### src/rtl/burst_seq_pkg.sv
package burst_seq_pkg;

    typedef enum logic [1:0] {
        S_IDLE,
        S_ROW,
        S_WAIT,
        S_BEAT
    } seq_state_t;

    localparam logic MODE_SPACED = 1'b0;
    localparam logic MODE_STREAM = 1'b1;

    localparam int BEATS = 4;

endpackage

### src/rtl/burst_seq_profile.sv
module burst_seq_profile #(
    parameter int CNT_W     = 4,
    parameter int SP_FIRST  = 5,
    parameter int SP_GAP    = 2,
    parameter int ST_FIRST  = 7,
    parameter int ST_GAP    = 1,
    parameter int ST_CAS_AT = 3
) (
    input  logic             mode,
    output logic [CNT_W-1:0] first,
    output logic [CNT_W-1:0] gap,
    output logic [CNT_W-1:0] cas_at,
    output logic             cas_each
);
    import burst_seq_pkg::*;

    // Cycle offsets of each profile, counted from the row-strobe cycle (cycle 1)
    always_comb begin
        if (mode == MODE_SPACED) begin
            first    = CNT_W'(SP_FIRST);
            gap      = CNT_W'(SP_GAP);
            cas_at   = '0;
            cas_each = 1'b1;
        end else begin
            first    = CNT_W'(ST_FIRST);
            gap      = CNT_W'(ST_GAP);
            cas_at   = CNT_W'(ST_CAS_AT);
            cas_each = 1'b0;
        end
    end

endmodule

### src/rtl/burst_seq_counters.sv
module burst_seq_counters #(
    parameter int CNT_W = 4
) (
    input  logic             clk,
    input  logic             rst,
    input  logic             start,
    input  logic             beat,
    input  logic [CNT_W-1:0] first,
    input  logic [CNT_W-1:0] gap,
    output logic [CNT_W-1:0] elapsed,
    output logic [CNT_W-1:0] next_at,
    output logic [1:0]       beat_cnt
);

    // elapsed: cycle number within the burst; next_at: cycle of the next beat
    always_ff @(posedge clk) begin
        if (rst) begin
            elapsed  <= '0;
            next_at  <= '0;
            beat_cnt <= '0;
        end else if (start) begin
            elapsed  <= CNT_W'(1);
            next_at  <= first;
            beat_cnt <= '0;
        end else begin
            elapsed <= elapsed + CNT_W'(1);
            if (beat) begin
                next_at  <= next_at + gap;
                beat_cnt <= beat_cnt + 2'd1;
            end
        end
    end

endmodule

### src/rtl/burst_seq.sv
module burst_seq #(
    parameter int ROW_W     = 4,
    parameter int COL_W     = 4,
    parameter int SP_FIRST  = 5,
    parameter int SP_GAP    = 2,
    parameter int ST_FIRST  = 7,
    parameter int ST_GAP    = 1,
    parameter int ST_CAS_AT = 3
) (
    input  logic                   clk,
    input  logic                   rst,
    input  logic                   req_valid,
    input  logic                   req_mode,
    input  logic [ROW_W+COL_W-1:0] req_addr,
    output logic                   ready,
    output logic                   row_stb,
    output logic                   col_stb,
    output logic [ROW_W-1:0]       row_addr,
    output logic [COL_W-1:0]       col_addr,
    output logic                   beat_valid,
    output logic [1:0]             beat_idx,
    output logic                   done
);
    import burst_seq_pkg::*;

    localparam int ADDR_W  = ROW_W + COL_W;
    localparam int SP_END  = SP_FIRST + (BEATS - 1) * SP_GAP;
    localparam int ST_END  = ST_FIRST + (BEATS - 1) * ST_GAP;
    localparam int LONGEST = (SP_END > ST_END) ? SP_END : ST_END;
    localparam int CNT_W   = $clog2(LONGEST + 2);

    seq_state_t state, state_nx;

    logic              mode_q;
    logic [ROW_W-1:0]  row_q;
    logic [COL_W-1:0]  base_q;
    logic              accept;
    logic              mode_sel;
    logic [CNT_W-1:0]  first, gap, cas_at;
    logic              cas_each;
    logic [CNT_W-1:0]  elapsed, next_at;
    logic [1:0]        beat_cnt;
    logic              hit;
    logic              last;

    assign accept   = req_valid && (state == S_IDLE);
    assign mode_sel = accept ? req_mode : mode_q;

    burst_seq_profile #(
        .CNT_W    (CNT_W),
        .SP_FIRST (SP_FIRST),
        .SP_GAP   (SP_GAP),
        .ST_FIRST (ST_FIRST),
        .ST_GAP   (ST_GAP),
        .ST_CAS_AT(ST_CAS_AT)
    ) u_profile (
        .mode    (mode_sel),
        .first   (first),
        .gap     (gap),
        .cas_at  (cas_at),
        .cas_each(cas_each)
    );

    burst_seq_counters #(
        .CNT_W(CNT_W)
    ) u_counters (
        .clk     (clk),
        .rst     (rst),
        .start   (accept),
        .beat    (state == S_BEAT),
        .first   (first),
        .gap     (gap),
        .elapsed (elapsed),
        .next_at (next_at),
        .beat_cnt(beat_cnt)
    );

    // Request capture; the column is aligned to a four-beat boundary
    always_ff @(posedge clk) begin
        if (rst) begin
            mode_q <= MODE_SPACED;
            row_q  <= '0;
            base_q <= '0;
        end else if (accept) begin
            mode_q <= req_mode;
            row_q  <= req_addr[ADDR_W-1:COL_W];
            base_q <= {req_addr[COL_W-1:2], 2'b00};
        end
    end

    // The next cycle carries a beat
    assign hit  = (state != S_IDLE) && (state != S_BEAT) &&
                  ((elapsed + CNT_W'(1)) == next_at);
    assign last = (beat_cnt == 2'd3);

    always_ff @(posedge clk) begin
        if (rst) state <= S_IDLE;
        else     state <= state_nx;
    end

    always_comb begin
        state_nx = state;
        unique case (state)
            S_IDLE: if (accept) state_nx = S_ROW;
            S_ROW:  state_nx = hit ? S_BEAT : S_WAIT;
            S_WAIT: if (hit) state_nx = S_BEAT;
            S_BEAT: begin
                if (last)                    state_nx = S_IDLE;
                else if (gap == CNT_W'(1))   state_nx = S_BEAT;
                else                         state_nx = S_WAIT;
            end
            default: state_nx = S_IDLE;
        endcase
    end

    always_comb begin
        ready      = (state == S_IDLE);
        row_stb    = (state == S_ROW);
        beat_valid = (state == S_BEAT);
        done       = (state == S_BEAT) && last;
        if (cas_each) col_stb = hit;
        else          col_stb = (state != S_IDLE) && (elapsed == cas_at);
        row_addr   = row_q;
        col_addr   = base_q | COL_W'(beat_cnt);
        beat_idx   = beat_cnt;
    end

    // done only on the fourth beat
    a_r8_done_on_last: assert property (@(posedge clk) disable iff (rst)
        done |-> (beat_valid && beat_idx == 2'd3));

    // idle right after done
    a_r8_idle_after_done: assert property (@(posedge clk) disable iff (rst)
        done |=> ready);

    // busy only after a request was presented
    a_r1_ready_drop: assert property (@(posedge clk) disable iff (rst)
        $fell(ready) |-> $past(req_valid));

    // row strobe is a single-cycle pulse
    a_r2_row_pulse: assert property (@(posedge clk) disable iff (rst)
        row_stb |=> !row_stb);

    // in the spaced profile each column strobe is followed by a beat
    a_r4_cas_leads_beat: assert property (@(posedge clk) disable iff (rst)
        (col_stb && mode_q == MODE_SPACED) |=> beat_valid);

    // streaming beats follow back to back
    a_r5_stream_back: assert property (@(posedge clk) disable iff (rst)
        (beat_valid && !done && mode_q == MODE_STREAM) |=> beat_valid);

    // after reset the block is idle with strobes low
    a_r9_reset_idle: assert property (@(posedge clk)
        $past(rst) |-> (ready && !row_stb && !col_stb && !beat_valid && !done));

endmodule

### config.mk
export PLATFORM = sky130hd
export DESIGN_NAME = burst_seq
export DESIGN_NICKNAME = d
export VERILOG_FILES = /design/src/rtl/burst_seq_pkg.sv /design/src/rtl/burst_seq_profile.sv /design/src/rtl/burst_seq_counters.sv /design/src/rtl/burst_seq.sv
export SDC_FILE = /design/constraint.sdc
export NUM_CORES = 1
export LEC_CHECK = 0
export CAP_MARGIN = 5
export CORE_AREA = 3 3 58 60
export DETAILED_ROUTE_END_ITERATION = 8
export DIE_AREA = 0 0 61 63
export GPL_TIMING_DRIVEN = 1
export SYNTH_ARGS = -nofsm -noshare
export SYNTH_HDL_FRONTEND = slang
export SYNTH_SLANG_ARGS = --single-unit
### constraint.sdc
create_clock -name clk -period 2.8 [get_ports clk]
set_clock_uncertainty 0.15 [all_clocks]
set_input_delay 0.28 -clock clk [delete_from_list [all_inputs] [get_ports clk]]
set_output_delay 0.28 -clock clk [all_outputs]
set_load 0.01 [all_outputs]
==> results of run 1 <==
## critical path, delay by kind of cell (launching register included)
kind	cells	cell delay, ns
buffers and inverters	3	0.54
DFF	1	0.39
and+or+nand+nor	2	0.30
AOI/OAI and AO/OA	2	0.30
adders and majority gates	1	0.29
## cell families (layout without fill, tap and decap cells)
logic type / Yosys count / count (layout) / synth area share [%]
and+or+nand+nor: 39 / 39 / 18.1
AOI/OAI and AO/OA: 22 / 22 / 13.6
DFF: 19 / 19 / 37.5
buffers and inverters: 13 / 36 / 5.67
adders and majority gates: 10 / 10 / 13.1
xor gates and xnor gates: 8 / 8 / 10.1
muxes: 2 / 2 / 1.97
## through the flow
step           util (%)  power, mW  cells  setup WS [ns]
5_1_grt            43.6       1.02    169         0.0887
4_1_cts            43.6      0.954    169          0.233
2_1_floorplan         -      0.647    113          0.542
3_3_place_gp       42.7      0.793    165          0.346
3_5_place_dp       42.7      0.811    165          0.291
6_report           43.6      0.939    169          0.277
## where the power goes
| part | total, mW | switching, mW | internal [mW] |
|---|---|---|---|
| combinational | 0.443 | 0.224 | 0.219 |
| sequential | 0.359 | 0.0392 | 0.319 |
| clock | 0.138 | 0.0845 | 0.0531 |
## registers in the layout (all words and copies together) (netlist names)
| signal | cells |
|---|---|
| base_q | 2 |
| mode_q | 1 |
| row_addr | 4 |
| state | 2 |
| u_counters.beat_cnt | 2 |
| u_counters.elapsed | 4 |
| u_counters.next_at | 4 |
## final timing paths
| check | to | slack [ns] | cells after the start |
|---|---|---|---|
| max | col_stb | 0.28 | 8 |
| min reg2reg | row_addr[2]$_SDFFE_PP0N_ | 0.31 | 2 |
| min | row_addr[2]$_SDFFE_PP0N_ | 0.31 | 2 |
| max reg2reg | u_counters.next_at[1]$_SDFFE_PP0P_ | 0.32 | 10 |
## cells in the mapped netlist
cell type  count  share of area, %
a2111oi_0      1              0.86
xor3_4         1               2.7
a31oi_1        1              0.62
and2_1         2               1.2
xnor3_1        1               2.2
mux2i_1        2               2.0
xnor2_1        4               3.5
and4_4         1               1.1
nand3_1        4               2.0
xor2_1         2               1.7
a211oi_1       1              0.74
and3_1         1              0.62
nor2b_1        3               1.8
inv_1          7               2.6
ha_1           9                11
nand2_1       15               5.5
clkbuf_1       3               1.1
or3_1          2               1.2
nor2_1         8               3.0
o21ai_0        3               1.5
a21oi_1       13               6.4
a21boi_2       1               1.1
nor3_1         2              0.99
o41ai_2        1               1.6
dfxtp_1       19                37
a21o_1         1              0.74
buf_4          2               1.5
buf_2          1              0.49
nand2b_1       1              0.62
fa_1           1               2.0
## layer usage
metal / wire length (µm) / global-route usage (%) / vias up
met5: 0 / 0 / -
met4: 18 / 4.88 / 0
met3: 52 / 2.07 / 2
met2: 1030 / 20.3 / 10
met1: 940 / 15.9 / 381
li1: - / - / 421
## area by class of cell
cell class	instances	area, µm²
clock buffers	3	22.5
well taps	33	41.3
inverters	7	26.3
repair buffers	25	246
flip-flops and latches	19	380
clock inverters	1	5.00
multi-input cells	81	577
fillers	301	1680
## timing repair
action,CTS,global route
endpoints found under the setup margin,1,0
gates resized for setup,1,0
hold buffers,0,0
==> metrics.log, run 1 <==
INFO  metric status = finished clean
INFO  metric vdd.ir_drop.worst = ~0.38 mV
INFO  metric total_iterations_of_the_first_detailed_routing_run = 4
INFO  metric mostFrequentLayoutCells = clkdlybuf4s50_1 (23), dfxtp_1 (19), nand2_1 (15)
INFO  metric placeableCoreArea = 2980 µm²
INFO  metric cts_setup_buffers = 0
INFO  metric grt_pass1_wl = 3700 µm
INFO  metric drive_above_1_share = 6.62%
INFO  metric finalCriticalPeriod = 2.52 ns
INFO  metric rsz_0062_raised_after_global_routing = no
INFO  metric cts_inserted_buffers = 3
INFO  metric worst_path_largest_cell_delay = 0.39 ns
INFO  metric min_from = row_addr[2]$_SDFFE_PP0N_
INFO  metric post_dp_cell_area = 1270 µm²
INFO  metric clock-root-buffer = clkbuf_4
INFO  metric crit-reg2reg-launch = state[0]$_SDFFE_PP0P_
INFO  metric antenna_cells_inserted = 0
INFO  metric post_drt_via_cell_ratio = 4.82
INFO  metric critical_path.most_common_cell = inv_1
INFO  metric ant_nets = 0
INFO  metric finalCritPeriodShare = 90.1%
INFO  metric number_of_buffers_inserted_by_port_buffering = 24
INFO  metric timing.fmax = 0.396 GHz
INFO  metric dieWidth = 61 µm
INFO  metric finalSetupViolations = 0
INFO  metric critPathArrivalTime = 2.09 ns
INFO  metric die_height = 63 µm
INFO  metric clock_tree_from_tritoncts = built
INFO  metric first_global_vias = 827
INFO  metric hold_path.class = reg2reg
INFO  metric synthDistinctLibCells = 30
INFO  metric wl = around 2000 µm
INFO  metric critical_path.endpoint_type = output pin
INFO  metric total_negative_setup_slacks = 0 ns
INFO  metric timing.max_cap.violations = 0
INFO  metric max-slew-margin-rel = 62.3%
INFO  metric category_of_the_critical_setup_timing_path = reg2out
INFO  metric setup.worst_path.start = state[0]$_SDFFE_PP0P_
INFO  metric critical_path.max_fanout = 6
INFO  metric clk_pin_slew = around 0.11 ns
INFO  metric count_of_synthesis_stage_warnings_from_yosys = 0
INFO  metric synth-seq-cells = 19
INFO  metric syn-instance-count = around 110
INFO  metric layout_commonest_cell = clkdlybuf4s50_1
INFO  metric powerDensity = 723 nW/µm²
INFO  metric htreeDepth = 1
INFO  metric max-clock-path-buffers = 2
INFO  metric syn_area_per_cell = 8.98 µm²
INFO  metric cts.sinks = 19
INFO  metric drv_slew = 0
INFO  metric static-leakage-power = 0.513 nW
INFO  metric num_vias = 814
INFO  metric routabilityCongestion = 0.821
INFO  metric insertion_delay = ~0.29 ns
INFO  metric first_iter_violations = 18
INFO  metric synth_fp_nets = about 140
INFO  metric flow.area_growth_from_synthesis = 28.0%
INFO  metric track_usage = between 10% and 20%
INFO  metric postLayoutCellArea = 1300 µm²
INFO  metric drc = 0
INFO  metric io-pin-count = 27
INFO  metric pin_count_of_the_biggest_net_entering_global_routing = 16
INFO  metric crit_slowest_cell = dfxtp_1
INFO  metric fin_nets = around 160
INFO  metric initial_core_util = 34.1%
INFO  metric die_area = 3840 µm²
INFO  metric worst_case_hold_slack = between 0.3 and 0.4 ns
INFO  metric hold_viol_final = 0
INFO  metric crit_chain = inv_1, ha_1, and3_1, a21o_1, inv_1, nand3_1, o21ai_0, dlygate4sd2_1
INFO  metric grt_antenna_before_repair = 0
INFO  metric detailed_place_hpwl = 1620 µm
INFO  metric synth_seq_area_share = 37.5%
INFO  metric post_synthesis_cell_area = 1010 µm²
INFO  metric placement_rows = 20
INFO  metric tightestPinTransition = 0.563 ns
INFO  metric start_kind = flop
INFO  metric routed_len_inst = 12.1 µm
INFO  metric critPathRequiredTime = 2.37 ns
INFO  metric globalRouteOverflowTotal = 0
No activity file was read; power rests on OpenSTA's default activity.
==> inputs of run 2 (changes only) <==
--- a/config.mk
+++ b/config.mk
@@ -7,9 +7,11 @@
 export LEC_CHECK = 0
 export CAP_MARGIN = 5
 export CORE_AREA = 3 3 58 60
+export CTS_CLUSTER_DIAMETER = 150
 export DETAILED_ROUTE_END_ITERATION = 8
 export DIE_AREA = 0 0 61 63
 export GPL_TIMING_DRIVEN = 1
+export SLEW_MARGIN = 30
 export SYNTH_ARGS = -nofsm -noshare
 export SYNTH_HDL_FRONTEND = slang
 export SYNTH_SLANG_ARGS = --single-unit
==> results of run 2 <==
Final layout, timing and power as in run 1 (identical DEF).
